--- src/rtl/spi_nor_pkg.sv ---
package spi_nor_pkg;
  typedef enum logic [2:0] {
    PH_OPC, PH_ADDR, PH_PROG, PH_WSTAT, PH_READ, PH_RSTAT, PH_SKIP
  } phase_t;

  localparam logic [7:0] OPC_ARM   = 8'h06;
  localparam logic [7:0] OPC_WSTAT = 8'h01;
  localparam logic [7:0] OPC_PROG  = 8'h02;
  localparam logic [7:0] OPC_READ  = 8'h03;
  localparam logic [7:0] OPC_RSTAT = 8'h05;
  localparam int         ADDR_BYTES = 3;
endpackage

--- src/rtl/spi_nor_sync.sv ---
module spi_nor_sync #(
  parameter int STAGES = 2
) (
  input  logic clk,
  input  logic rst_n,
  input  logic sclk,
  input  logic cs_n,
  input  logic mosi,
  input  logic wp_n,
  output logic rst_sync_n,
  output logic cs_n_s,
  output logic mosi_s,
  output logic wp_n_s,
  output logic sclk_rise,
  output logic sclk_fall,
  output logic cs_rise
);
  localparam int         LW      = 4;
  localparam logic [LW-1:0] IDLE_V = 4'b1100; // {wp_n, cs_n, mosi, sclk}

  logic [STAGES-1:0]         rst_pipe;
  logic [STAGES-1:0][LW-1:0] pipe;
  logic [LW-1:0]             cur;
  logic                      sclk_prev, cs_prev;

  always_ff @(posedge clk or negedge rst_n) begin
    if (!rst_n) rst_pipe <= '0;
    else        rst_pipe <= {rst_pipe[STAGES-2:0], 1'b1};
  end
  assign rst_sync_n = rst_pipe[STAGES-1];

  always_ff @(posedge clk or negedge rst_sync_n) begin
    if (!rst_sync_n) begin
      pipe      <= {STAGES{IDLE_V}};
      sclk_prev <= 1'b0;
      cs_prev   <= 1'b1;
    end else begin
      pipe      <= {pipe[STAGES-2:0], {wp_n, cs_n, mosi, sclk}};
      sclk_prev <= cur[0];
      cs_prev   <= cur[2];
    end
  end

  assign cur       = pipe[STAGES-1];
  assign mosi_s    = cur[1];
  assign cs_n_s    = cur[2];
  assign wp_n_s    = cur[3];
  assign sclk_rise = cur[0] & ~sclk_prev;
  assign sclk_fall = ~cur[0] & sclk_prev;
  assign cs_rise   = cur[2] & ~cs_prev;
endmodule

--- src/rtl/spi_nor_array.sv ---
module spi_nor_array #(
  parameter int ADDR_W = 8
) (
  input  logic              clk,
  input  logic              we,
  input  logic [ADDR_W-1:0] waddr,
  input  logic [7:0]        wdata,
  input  logic [ADDR_W-1:0] raddr,
  output logic [7:0]        rdata
);
  localparam int DEPTH = 1 << ADDR_W;
  logic [7:0] mem [DEPTH];

  always_ff @(posedge clk) begin
    if (we) mem[waddr] <= wdata;
  end

  assign rdata = mem[raddr];
endmodule

--- src/rtl/spi_nor_slave.sv ---
module spi_nor_slave
  import spi_nor_pkg::*;
#(
  parameter int ADDR_W      = 8,
  parameter int PAGE_W      = 3,
  parameter int SYNC_STAGES = 2
) (
  input  logic clk,
  input  logic rst_n,
  input  logic sclk,
  input  logic cs_n,
  input  logic mosi,
  input  logic wp_n,
  output logic miso
);
  localparam int           BIT_W   = 3;
  localparam logic [BIT_W-1:0] LAST_BIT = 3'd7;
  localparam logic [1:0]   LAST_ADR = 2'(ADDR_BYTES - 1);

  logic rst_sync_n, cs_n_s, mosi_s, wp_n_s, sclk_rise, sclk_fall, cs_rise;

  spi_nor_sync #(.STAGES(SYNC_STAGES)) u_sync (
    .clk(clk), .rst_n(rst_n), .sclk(sclk), .cs_n(cs_n), .mosi(mosi), .wp_n(wp_n),
    .rst_sync_n(rst_sync_n), .cs_n_s(cs_n_s), .mosi_s(mosi_s), .wp_n_s(wp_n_s),
    .sclk_rise(sclk_rise), .sclk_fall(sclk_fall), .cs_rise(cs_rise)
  );

  phase_t            ph_q, ph_d;
  logic [7:0]        opc_q, opc_d;
  logic [BIT_W-1:0]  bit_q, bit_d;
  logic [6:0]        shin_q, shin_d;
  logic [1:0]        acnt_q, acnt_d;
  logic [1:0]        bcnt_q, bcnt_d;
  logic [ADDR_W-1:0] addr_q, addr_d, addr_shift;
  logic              wel_q, wel_d;
  logic [5:0]        sbits_q, sbits_d;
  logic              acc_q, acc_d;
  logic [7:0]        tx_q, tx_d;
  logic              ld_q, ld_d;

  logic       byte_done, locked, mem_we, stat_we;
  logic [7:0] rx_byte, status, rdata, next_tx;

  assign byte_done = sclk_rise & ~cs_n_s & (bit_q == LAST_BIT);
  assign rx_byte   = {shin_q, mosi_s};
  assign locked    = sbits_q[5] & ~wp_n_s;
  assign status    = {sbits_q, wel_q, 1'b0};
  assign mem_we    = byte_done & (ph_q == PH_PROG) & ~locked;
  assign stat_we   = byte_done & (ph_q == PH_WSTAT) & ~locked;

  // address shifter: keep the low ADDR_W bits of the 24-bit address
  if (ADDR_W > 8) begin : g_wide
    assign addr_shift = {addr_q[ADDR_W-9:0], rx_byte};
  end else if (ADDR_W == 8) begin : g_byte
    assign addr_shift = rx_byte;
  end else begin : g_narrow
    assign addr_shift = rx_byte[ADDR_W-1:0];
  end

  spi_nor_array #(.ADDR_W(ADDR_W)) u_array (
    .clk(clk), .we(mem_we), .waddr(addr_q), .wdata(rx_byte),
    .raddr(addr_q), .rdata(rdata)
  );

  always_comb begin
    unique case (ph_q)
      PH_READ:  next_tx = rdata;
      PH_RSTAT: next_tx = status;
      default:  next_tx = 8'h00;
    endcase
  end

  // next-state logic
  always_comb begin
    ph_d = ph_q; opc_d = opc_q; bit_d = bit_q; shin_d = shin_q;
    acnt_d = acnt_q; bcnt_d = bcnt_q; addr_d = addr_q; wel_d = wel_q;
    sbits_d = sbits_q; acc_d = acc_q; tx_d = tx_q; ld_d = ld_q;

    if (cs_rise) begin
      if (opc_q == OPC_ARM && bcnt_q == 2'd1 && bit_q == '0) wel_d = 1'b1;
      else if (acc_q)                                         wel_d = 1'b0;
    end
    if (stat_we) sbits_d = rx_byte[7:2];

    if (cs_n_s) begin
      ph_d = PH_OPC; bit_d = '0; acnt_d = '0; bcnt_d = '0;
      acc_d = 1'b0; tx_d = '0; ld_d = 1'b0;
    end else begin
      if (sclk_rise) begin
        bit_d  = bit_q + 1'b1;
        shin_d = {shin_q[5:0], mosi_s};
      end
      if (byte_done) begin
        ld_d = 1'b1;
        if (bcnt_q != 2'd3) bcnt_d = bcnt_q + 1'b1;
        unique case (ph_q)
          PH_OPC: begin
            opc_d = rx_byte;
            unique case (rx_byte)
              OPC_PROG:  if (wel_q && !locked) begin ph_d = PH_ADDR; acc_d = 1'b1; end
                         else ph_d = PH_SKIP;
              OPC_WSTAT: if (wel_q && !locked) begin ph_d = PH_WSTAT; acc_d = 1'b1; end
                         else ph_d = PH_SKIP;
              OPC_READ:  ph_d = PH_ADDR;
              OPC_RSTAT: ph_d = PH_RSTAT;
              default:   ph_d = PH_SKIP;
            endcase
          end
          PH_ADDR: begin
            addr_d = addr_shift;
            acnt_d = acnt_q + 1'b1;
            if (acnt_q == LAST_ADR) ph_d = (opc_q == OPC_PROG) ? PH_PROG : PH_READ;
          end
          PH_PROG: addr_d = {addr_q[ADDR_W-1:PAGE_W], addr_q[PAGE_W-1:0] + 1'b1};
          PH_READ: addr_d = addr_q + 1'b1;
          default: ;
        endcase
      end
      if (sclk_fall) begin
        if (ld_q) begin tx_d = next_tx; ld_d = 1'b0; end
        else      tx_d = {tx_q[6:0], 1'b0};
      end
    end
  end

  // registers
  always_ff @(posedge clk or negedge rst_sync_n) begin
    if (!rst_sync_n) begin
      ph_q <= PH_OPC; opc_q <= '0; bit_q <= '0; shin_q <= '0; acnt_q <= '0;
      bcnt_q <= '0; addr_q <= '0; wel_q <= 1'b0; sbits_q <= '0; acc_q <= 1'b0;
      tx_q <= '0; ld_q <= 1'b0;
    end else begin
      ph_q <= ph_d; opc_q <= opc_d; bit_q <= bit_d; shin_q <= shin_d;
      acnt_q <= acnt_d; bcnt_q <= bcnt_d; addr_q <= addr_d; acc_q <= acc_d;
      tx_q <= tx_d; ld_q <= ld_d; wel_q <= wel_d;
      if (stat_we) sbits_q <= sbits_d;
    end
  end

  assign miso = tx_q[7];


  prog_wel_chk: assert property (@(posedge clk) disable iff (!rst_sync_n)
    mem_we |-> wel_q);

  wel_set_chk: assert property (@(posedge clk) disable iff (!rst_sync_n)
    $rose(wel_q) |-> $past(cs_rise));

  page_wrap_chk: assert property (@(posedge clk) disable iff (!rst_sync_n)
    (ph_q == PH_PROG && $past(ph_q == PH_PROG))
      |-> addr_q[ADDR_W-1:PAGE_W] == $past(addr_q[ADDR_W-1:PAGE_W]));

  read_inc_chk: assert property (@(posedge clk) disable iff (!rst_sync_n)
    (ph_q == PH_READ && $past(ph_q == PH_READ) && $past(byte_done))
      |-> addr_q == $past(addr_q) + 1'b1);

  lock_hold_chk: assert property (@(posedge clk) disable iff (!rst_sync_n)
    (locked && $past(locked)) |-> $stable(sbits_q));
endmodule

--- config.mk ---
export PLATFORM = sky130hd
export DESIGN_NAME = spi_nor_slave
export DESIGN_NICKNAME = d
export VERILOG_FILES = /design/src/rtl/spi_nor_pkg.sv /design/src/rtl/spi_nor_sync.sv /design/src/rtl/spi_nor_array.sv /design/src/rtl/spi_nor_slave.sv
export SDC_FILE = /design/constraint.sdc
export NUM_CORES = 2
export LEC_CHECK = 0
export ABC_AREA = 1
export CAP_MARGIN = 20
export CELL_PAD_IN_SITES_DETAIL_PLACEMENT = 1
export CELL_PAD_IN_SITES_GLOBAL_PLACEMENT = 2
export CORE_MARGIN = 5
export CORE_UTILIZATION = 43
export DETAILED_ROUTE_END_ITERATION = 7
export HOLD_SLACK_MARGIN = 0.06
export PLACE_DENSITY = 0.76
export SYNTH_ARGS = -nofsm -noshare
export SYNTH_HDL_FRONTEND = slang
export SYNTH_SLANG_ARGS = --single-unit
--- constraint.sdc ---
create_clock -name clk -period 2.4 [get_ports clk]
set_clock_uncertainty 0.2 [all_clocks]
set_input_delay 0.48 -clock clk [delete_from_list [all_inputs] [get_ports clk]]
set_output_delay 0.48 -clock clk [all_outputs]
set_load 0.005 [all_outputs]
==> impl_metrics.env <==
export IMPL_status="finished with violations"
export IMPL_violations="setup timing"
export IMPL_antenna_found_initial=8
export IMPL_path_cells="buf_12, clkbuf_16, buf_16, nand2_1, nand2_1, nand2_1, nand2_1, nand2_1, nand2_2, nor2_1, nor2_1, buf_4, nor2_1, buf_4, nand2_1, nand2_2, nand2_2, o21ai_1, nand2_1, nand2_1, nand2_1"
export IMPL_post_route_period_util=1.28
export IMPL_max_cap_viol_count=0
export IMPL_worst_slew_pin_slew_ns=1.05
export IMPL_startpoint_type="flop"
export IMPL_cts_tree="yes"
export IMPL_yosysUniqueCellTypes=39
export IMPL_num_io_pins=7
export IMPL_power_leakage_nw=43.9
export IMPL_slowest_delay_ns=0.60
export IMPL_viasPerCell=5.22
export IMPL_wl_per_cell_um=23.7
export IMPL_whs_ns=0.154
export IMPL_die_h_um=466
export IMPL_seq_area_frac_synth=0.704
export IMPL_setup_violations=2057
export IMPL_critPathKind="flop to flop"
export IMPL_drtIter0Drc=5100
export IMPL_place_ws_ns=-0.894
export IMPL_dp_cells=11800
export IMPL_htreeDepth=4
export IMPL_yosys_area_top_type="edfxtp_1"
export IMPL_placementRows=167
export IMPL_syn_cell_area_um2=89500
export IMPL_crit_family="simple AND/OR/NAND/NOR gates"
export IMPL_grtUsageTotal=0.264
export IMPL_final_layout_size_suffix_gt1_frac=0.140
export IMPL_rsz0062_at_grt="yes"
export IMPL_async_flop_share=0.0294
export IMPL_cp_end_kind="flop"
export IMPL_yosysWarnings=0
export IMPL_setup_tns_final_ns=-471.55
export IMPL_crit_arrival_ns=3.64
export IMPL_initial_utilization=0.432
export IMPL_place_gp_congestion=0.840
export IMPL_period_minus_slack_ns=3.07
export IMPL_dp_final_hpwl_um=180000
export IMPL_hold_viol_final=0
export IMPL_portBuffers=6
export IMPL_cp_num_buf_inv=5
export IMPL_die_area_um2=217000
export IMPL_clock_sinks=2110
export IMPL_yosysTopAreaCellShare=0.687
export IMPL_cpMostUsedCell="nand2_1"
export IMPL_clk_latency_ns=0.88
export IMPL_grt_pass1_vias=67100
export IMPL_clock_fmax_mhz=326
export IMPL_final_util=0.520
export IMPL_slowest_stage="dfrtp_4"
export IMPL_synth_cells=8642
export IMPL_die_x_um=466
export IMPL_crit_required_ns=2.97
export IMPL_cp_max_fo=23
export IMPL_postRouteAntennaNets=0
export IMPL_grt_max_degree=137
export IMPL_hold_class="flop to flop"
export IMPL_via_count=64000
export IMPL_grt_pass1_wl_um=432000
export IMPL_cts_made_buffers=223
export IMPL_fin_nets=9309
export IMPL_routed_wl_um=291000
export IMPL_gr_total_overflow=0
export IMPL_core_area_um2=207000
export IMPL_syn_to_final_growth_pct=20.2
export IMPL_synth_seq_cells=2110
export IMPL_syn_area_per_cell_um2=10.4
export IMPL_synth_edf_count=2048
export IMPL_layoutNonFillerInstCount=12300
export IMPL_drt_first_pass_iters=5
export IMPL_syn_nets=8658
export IMPL_route_detailed_drc=0
export IMPL_vdd_ir_drop_max_v=0.000676
export IMPL_clock_root_buffer="clkbuf_16"
export IMPL_cts_buffer_depth=3
export IMPL_yosys_top_cells_area="edfxtp_1 (69%), nand2_1 (13%), nor2_1 (5.1%)"
export IMPL_clk_pin_slew_ns=0.06
export IMPL_yosys_most_used_dff="edfxtp_1"
export IMPL_slew_limit_headroom=0.299
export IMPL_power_density_nw_per_um2=732
export IMPL_layout_setup_ws_ns=-0.668
export IMPL_slew_viol_final=0
-- layer usage --
metal  share of wire  vias up  global-route usage  routed length, um
li1                -    29600                   -                  -
met1            0.43    32600               0.355             126000
met2            0.49     1445               0.455             143000
met3           0.047      376              0.0309              13500
met4           0.028        2              0.0742               8100
met5        0.000045        -                   0                 13
-- path summary, 6_finish.rpt --
path                                                    from                      endpoint  slack (ns)  depth (start not counted)
worst min-delay path            u_sync.rst_pipe[0]$_DFF_PN0_  u_sync.rst_pipe[1]$_DFF_PN0_        0.15                          0
worst max register to register         addr_q[0]$_DFFE_PN0P_           tx_q[3]$_DFFE_PN0P_       -0.67                         21
worst max-delay path                   addr_q[0]$_DFFE_PN0P_           tx_q[3]$_DFFE_PN0P_       -0.67                         21
worst min register to register  u_sync.rst_pipe[0]$_DFF_PN0_  u_sync.rst_pipe[1]$_DFF_PN0_        0.15                          0
min in group asynchronous       u_sync.rst_pipe[1]$_DFF_PN0_       u_sync.cur[1]$_DFF_PN0_        0.19                          0
max in group asynchronous       u_sync.rst_pipe[1]$_DFF_PN0_         shin_q[3]$_DFFE_PN0P_        0.95                          1
-- flip-flops by register name (all words and copies together) (netlist names) --
| register | count |
|---|---|
| u_array.mem | 2048 |
| sbits_q | 6 |
| wel_q | 1 |
| ph_q | 3 |
| u_sync.rst_pipe | 2 |
| tx_q | 8 |
| shin_q | 7 |
| u_sync.cs_prev | 1 |
| u_sync.cur | 4 |
| acc_q | 1 |
| addr_q | 8 |
| opc_q | 8 |
| u_sync.pipe | 4 |
| bit_q | 3 |
| ld_q | 1 |
| acnt_q | 2 |
| u_sync.sclk_prev | 1 |
| bcnt_q | 2 |
-- synthesized netlist by cell type, types with 3 or more instances --
| cell | number |
|---|---|
| nand4_1 | 14 |
| dfrtp_1 | 57 |
| o21a_1 | 3 |
| buf_1 | 40 |
| o22ai_1 | 55 |
| inv_1 | 719 |
| edfxtp_1 | 2048 |
| buf_4 | 17 |
| buf_2 | 191 |
| nand2_1 | 3129 |
| a21oi_1 | 12 |
| clkbuf_1 | 180 |
| o21ai_0 | 456 |
| a31oi_1 | 3 |
| nor3_1 | 3 |
| buf_6 | 19 |
| o21ai_1 | 121 |
| clkinv_1 | 3 |
| ha_1 | 10 |
| nand3_1 | 313 |
| nor4_1 | 5 |
| nor2_1 | 1218 |
| dfstp_2 | 5 |
-- per-stage QoR --
step	area [um2]	total power, mW
2_1_floorplan	89500	44.3
3_3_place_gp	99100	46.2
3_5_place_dp	99100	46.3
4_1_cts	107000	79.5
5_1_grt	108000	81.3
6_report	108000	78.8
-- power breakdown --
| part | total, mW | leakage (nW) | switching (mW) | internal (mW) |
|---|---|---|---|---|
| sequential | 42.3 | 19.6 | 0.110 | 42.2 |
| combinational | 3.25 | 20.9 | 2.90 | 0.347 |
| clock | 33.2 | 3.40 | 14.6 | 18.6 |
| total | 78.8 | 43.9 | 17.6 | 61.1 |
-- what timing repair did --
item / CTS / global route
hold endpoints to repair: 6 / 0
endpoints found under the setup margin: 2059 / 2058
hold buffers: 6 / 0
pin swaps: 8 / 16
cloned: 13 / 3
resized for setup: 174 / 79
buffers inserted: 22 / 6
-- placed cells by master, fill, tap and decap left out, types with 146 or more instances in the layout --
cell type	count
buf_12	146
nand3_1	311
o21ai_1	161
o21ai_0	408
buf_4	655
inv_1	718
nand2_1	3074
edfxtp_1	2048
nor2_1	1157
clkbuf_16	229
-- cell families after synthesis --
family	after synthesis	share of synthesized area
AO/OA/AOI/OAI	659	0.0380
other	1	0.0000419
AND/OR/NAND/NOR	4688	0.202
adder cells (fa/ha/maj)	10	0.00140
XOR/XNOR	2	0.000196
buffers and inverters	1172	0.0542
flip-flops	2110	0.704
-- cell type report --
| class | count | area, um2 |
|---|---|---|
| inverter | 724 | 2770 |
| timing repair buffer | 874 | 9160 |
| antenna | 4 | 10.0 |
| clock buffer | 295 | 6040 |
| fill | 22300 | 99400 |
| multi-input combinational | 5360 | 22100 |
| sequential | 2110 | 63100 |
| tap | 2788 | 3490 |
| clock inverter | 113 | 916 |
-- worst reg2reg max path: stages (launching register included) --
cell,delay [ns]
dfrtp_4,0.60
buf_12,0.18
clkbuf_16,0.17
buf_16,0.17
nand2_1,0.10
nand2_1,0.05
nand2_1,0.05
nand2_1,0.07
nand2_1,0.08
nand2_2,0.10
nor2_1,0.14
nor2_1,0.05
buf_4,0.13
nor2_1,0.10
buf_4,0.15
nand2_1,0.10
nand2_2,0.09
nand2_2,0.10
o21ai_1,0.15
nand2_1,0.07
nand2_1,0.06
nand2_1,0.05
No activity file was read; power rests on OpenSTA's default activity.
